$ cat src/rtl/rollover_flag_pkg.sv
package rollover_flag_pkg;
  typedef struct packed {
    logic rollEvent;   // a new boundary was crossed this cycle
    logic ackRead;     // host read the position this cycle
  } flagStrobe_t;
endpackage

$ cat src/rtl/rollover_ctrl.sv
module rollover_ctrl
  import rollover_flag_pkg::*;
#(
  parameter int CNT_W = 14,
  parameter int SEG_W = 12
) (
  input  logic             clk,
  input  logic             rstN,
  input  logic [CNT_W-1:0] count,
  input  logic             stepUp,
  input  logic             stepDown,
  input  logic             readPos,
  output flagStrobe_t      strobes
);
  localparam int IDX_W = CNT_W - SEG_W;

  logic [SEG_W-1:0] segPos;
  logic [IDX_W-1:0] segIdx;
  logic [IDX_W-1:0] crossIdx;
  logic [IDX_W-1:0] lastIdx;
  logic             upOnly, downOnly, hitUp, hitDown, fire;

  assign segPos   = count[SEG_W-1:0];
  assign segIdx   = count[CNT_W-1:SEG_W];
  assign upOnly   = stepUp & ~stepDown;
  assign downOnly = stepDown & ~stepUp;

  // upward: the step landed on a boundary; downward: the step left one
  assign hitUp    = upOnly && (segPos == '0);
  assign hitDown  = downOnly && (segPos == '1);
  assign crossIdx = hitDown ? segIdx + 1'b1 : segIdx;
  assign fire     = (hitUp || hitDown) && (crossIdx != lastIdx);

  always_ff @(posedge clk or negedge rstN) begin
    if (!rstN) begin
      lastIdx <= '0;
    end else if (fire) begin
      lastIdx <= crossIdx;
    end
  end

  always_comb begin
    strobes.rollEvent = fire;
    strobes.ackRead   = readPos;
  end
endmodule

$ cat src/rtl/rollover_datapath.sv
module rollover_datapath
  import rollover_flag_pkg::*;
(
  input  logic        clk,
  input  logic        rstN,
  input  flagStrobe_t strobes,
  output logic        rollFlag,
  output logic        lostFlag
);
  always_ff @(posedge clk or negedge rstN) begin
    if (!rstN) begin
      rollFlag <= 1'b0;
      lostFlag <= 1'b0;
    end else if (strobes.rollEvent) begin
      rollFlag <= 1'b1;
      // a read in the same cycle acknowledges the old flag first
      lostFlag <= strobes.ackRead ? 1'b0 : (lostFlag | rollFlag);
    end else if (strobes.ackRead) begin
      rollFlag <= 1'b0;
      lostFlag <= 1'b0;
    end
  end
endmodule

$ cat src/rtl/rollover_flag.sv
module rollover_flag
  import rollover_flag_pkg::*;
#(
  parameter int CNT_W = 14,
  parameter int SEG_W = 12
) (
  input  logic             clk,
  input  logic             rstN,
  input  logic [CNT_W-1:0] count,
  input  logic             stepUp,
  input  logic             stepDown,
  input  logic             readPos,
  input  logic             irqEn,
  output logic             rollFlag,
  output logic             lostFlag,
  output logic             irqN
);
  flagStrobe_t strobes;

  rollover_ctrl #(.CNT_W(CNT_W), .SEG_W(SEG_W)) ctrl (
    .clk(clk), .rstN(rstN), .count(count), .stepUp(stepUp),
    .stepDown(stepDown), .readPos(readPos), .strobes(strobes)
  );

  rollover_datapath dp (
    .clk(clk), .rstN(rstN), .strobes(strobes),
    .rollFlag(rollFlag), .lostFlag(lostFlag)
  );

  assign irqN = ~(rollFlag & irqEn);
endmodule

$ cat config.mk
export PLATFORM = sky130hd
export DESIGN_NAME = rollover_flag
export DESIGN_NICKNAME = d
export VERILOG_FILES = /design/src/rtl/rollover_flag_pkg.sv /design/src/rtl/rollover_ctrl.sv /design/src/rtl/rollover_datapath.sv /design/src/rtl/rollover_flag.sv
export SDC_FILE = /design/constraint.sdc
export NUM_CORES = 1
export LEC_CHECK = 0
export CORE_AREA = 2 2 39 41
export DETAILED_ROUTE_END_ITERATION = 12
export DIE_AREA = 0 0 41 43
export PLACE_DENSITY = 0.56
export SYNTH_ARGS = -nofsm -noshare
export SYNTH_HDL_FRONTEND = slang
export SYNTH_SLANG_ARGS = --single-unit
export TNS_END_PERCENT = 1
$ cat constraint.sdc
create_clock -name clk -period 3.3 [get_ports clk]
set_clock_uncertainty 0.05 [all_clocks]
set_input_delay 0.33 -clock clk [delete_from_list [all_inputs] [get_ports clk]]
set_output_delay 0.33 -clock clk [all_outputs]
set_load 0.02 [all_outputs]
==> qor.csv <==
stage,metric,value,unit
placed_design,GPL Wtd Cong,0.732,
yosys,Synth Instances,35,
yosys,syn_area_per_cell,8.79,um^2
grt,first-pass GRT wire length,1390,um
clocking,Root Buffer,clkbuf_4,
final_layout,number of fill cells,157,
critical_path,max incr delay on CP,0.50,ns
placed_design,I/O Buffers,22,
critical_path,crit path max fanout,8,
grt,met3 Track Usage GR,0.0314,
timing,fin crit period,1.86,ns
critical_path,Critical R2R Capture,dp.lostFlag$_DFFE_PN0P_,
yosys,Yosys warnings,0,
yosys,register bit count reported by yosys,4,
critical_path,FF-to-FF path depth,5,
placed_design,DP HPWL,687,um
critical_path,"Worst Path Class, Setup",in2reg,
clocking,post-cts repair resize count,0,
routing,Remaining DRCs,0,
timing,period utilisation layout,0.563,
grt,GR peak layer,met2,
timing,# setup viols final,0,
critical_path,RR Startpoint,ctrl.lastIdx[1]$_DFFE_PN0P_,
final_layout,n_diodes,0,
power_and_ir_drop,Leak,0.210,nW
critical_path,CP Data Required Time,3.41,ns
routing,wire per inst,10.3,um
routing,overall routed net length,779,um
timing,final setup margin,1.44,ns
job,Max-Cap Viols,0,
timing,final hold violation count,0,
grt,met2 usage,0.181,
clocking,htree depth,1,
floorplan,Core Region,1380,um^2
worst_hold_path,HP Class,in2async,
grt,initial antenna violation count,0,
final_layout,NumNets Final,82,
clocking,CTS max path bufs,2,
outcome,status,"complete, no violations",
floorplan,row count,14,
clocking,"Reg clk slew, reported paths",0.04,ns
final_layout,share of cells above drive strength 1,0.0833,
grt,met1 Use GR,0.128,
critical_path,Crit. End Element,register,
critical_path,CP Data Arrival Time,1.96,ns
clocking,Post-CTS Hold Fix Bufs,0,
floorplan,die area,1760,um^2
timing,setup TNS,0,ns
clocking,Num CTS Buffers,3,
grt,grt total ovfl,0,
clocking,# Post-CTS Setup Buffers,0,
final_layout,"commonest cells after routing, fill and taps aside","clkdlybuf4s50_1 (22), nand2_1 (4), dfrtp_1 (4)",
critical_path,Top delay family on crit path,simple AND/OR/NAND/NOR gates,
routing,Initial DRC Count,3,
routing,post-route ant nets,0,
final_layout,"most common cell after layout, fill and taps aside",clkdlybuf4s50_1,
floorplan,chip height,43,um
yosys,post-synthesis cell type count,21,
timing,worst hold margin,0.250,ns
critical_path,critical path's slowest cell,nor4_4,
critical_path,startpoint types,primary input,
timing,Max-Slew Margin vs Limit,0.679,
grt,vias in the first global route,382,
grt,Global Route Usage Sum,0.116,
clocking,worst skew pair latency,0.24,ns
yosys,leading area contributor after synthesis,dfrtp_1,
final_layout,synthesis-to-finish area growth,85.4,%
yosys,mapped cell area,308,um^2
routing,routed vias,388,
yosys,sequential-to-total area share from yosys stat,0.325,
timing,RSZ-0062 raised after global routing,false,
critical_path,worst path bufs/invs,1,
routing,DRT Pass-1 Iters,4,
yosys,Synth top area share,0.325,
floorplan,initial core utilization,0.222,
floorplan,Horiz. Die Dim,41,um
floorplan,Top Ports,23,
critical_path,CP Cell Sequence,"clkdlybuf4s50_1, nand4_1, nor4_4, mux2i_1, o221ai_2, o22ai_1",
yosys,top post-synthesis cells by area,"dfrtp_1 (33%), nor4_4 (6.9%), nand4_1 (6.1%)",
routing,via/cell ratio,5.11,
timing,Worst Tran Pin Value,0.478,ns
timing,Max Clk Rate,539,MHz
grt,largest net degree at the start of global routing,9,
power_and_ir_drop,PwrDens,268,nW/um^2
timing,Slew Limit Fails,0,
clocking,Num Clock Sinks,4,
placed_design,Setup WS pre-CTS,1.19,ns
critical_path,flop2flop setup slack,1.98,ns
clocking,CTS tree,yes,
power_and_ir_drop,maximum VDD drop,0.000103,V
yosys,syn_nets,55,
==> cell usage after synthesis <==
cell	number
a211oi_1	1
a21oi_1	2
a311oi_1	1
a31oi_1	1
and2_1	1
dfrtp_1	4
inv_1	2
mux2i_1	1
nand2_1	4
nand2b_1	2
nand3_1	1
nand4_1	3
nand4b_1	1
nor2_1	3
nor3b_1	1
nor4_1	2
nor4_4	1
nor4b_1	1
o221ai_2	1
o22ai_1	1
xnor2_1	1
==> final cells by class <==
class | instances | area (um^2) | area share
clock buffer | 3 | 22.5 | 0.0395
timing repair buffer | 22 | 220 | 0.386
inverter | 2 | 7.51 | 0.0132
multi-input combinational | 29 | 200 | 0.351
tap | 16 | 20.0 | 0.0351
sequential | 4 | 100 | 0.175
==> flip-flops by register name, summed over array words and instances, names as in the netlist <==
register and count:
dp.rollFlag 1, ctrl.lastIdx 2, dp.lostFlag 1
==> worst max path at each step <==
stage | cells after the start | endpoint | start | slack [ns]
6_report | 6 | dp.lostFlag$_DFFE_PN0P_ | count[4] | 1.44
5_1_grt | 6 | dp.lostFlag$_DFFE_PN0P_ | count[6] | 1.28
4_1_cts | 6 | dp.lostFlag$_DFFE_PN0P_ | count[4] | 1.44
3_5_place_dp | 6 | dp.lostFlag$_DFFE_PN0P_ | count[4] | 1.19
3_3_place_gp | 6 | dp.lostFlag$_DFFE_PN0P_ | count[4] | 1.21
2_1_floorplan | 5 | dp.lostFlag$_DFFE_PN0P_ | stepUp | 1.77
==> through the flow <==
step                      power, mW  area (um^2)  instances   util
after global routing          0.162          571         76  0.412
after CTS                     0.155          571         76  0.412
after detailed placement     0.0936          548         73  0.396
after floorplan              0.0650          308         35      -
final                         0.153          571         76  0.412
after global placement       0.0935          548         73  0.396
==> power breakdown <==
group          total [mW]  internal [mW]  switching [mW]
clock              0.0602         0.0406          0.0196
sequential         0.0542         0.0515         0.00262
combinational      0.0386         0.0256          0.0130
==> per-layer routing <==
layer  share of wire  vias up  wire (um)
li1                -      190          -
met3           0.058        2         45
met4           0.015        0         12
met1            0.44      179        340
met5               0        -          0
met2            0.49       17        380
==> cell families after synthesis <==
logic type | after synthesis | synth area share
and+or+nand+nor | 20 | 0.415
AOI/OAI and AO/OA | 7 | 0.175
DFF | 4 | 0.325
buffers and inverters | 2 | 0.0244
xor gates and xnor gates | 1 | 0.0285
muxes | 1 | 0.0325
Note: power is estimated with default switching activity, not from simulation.
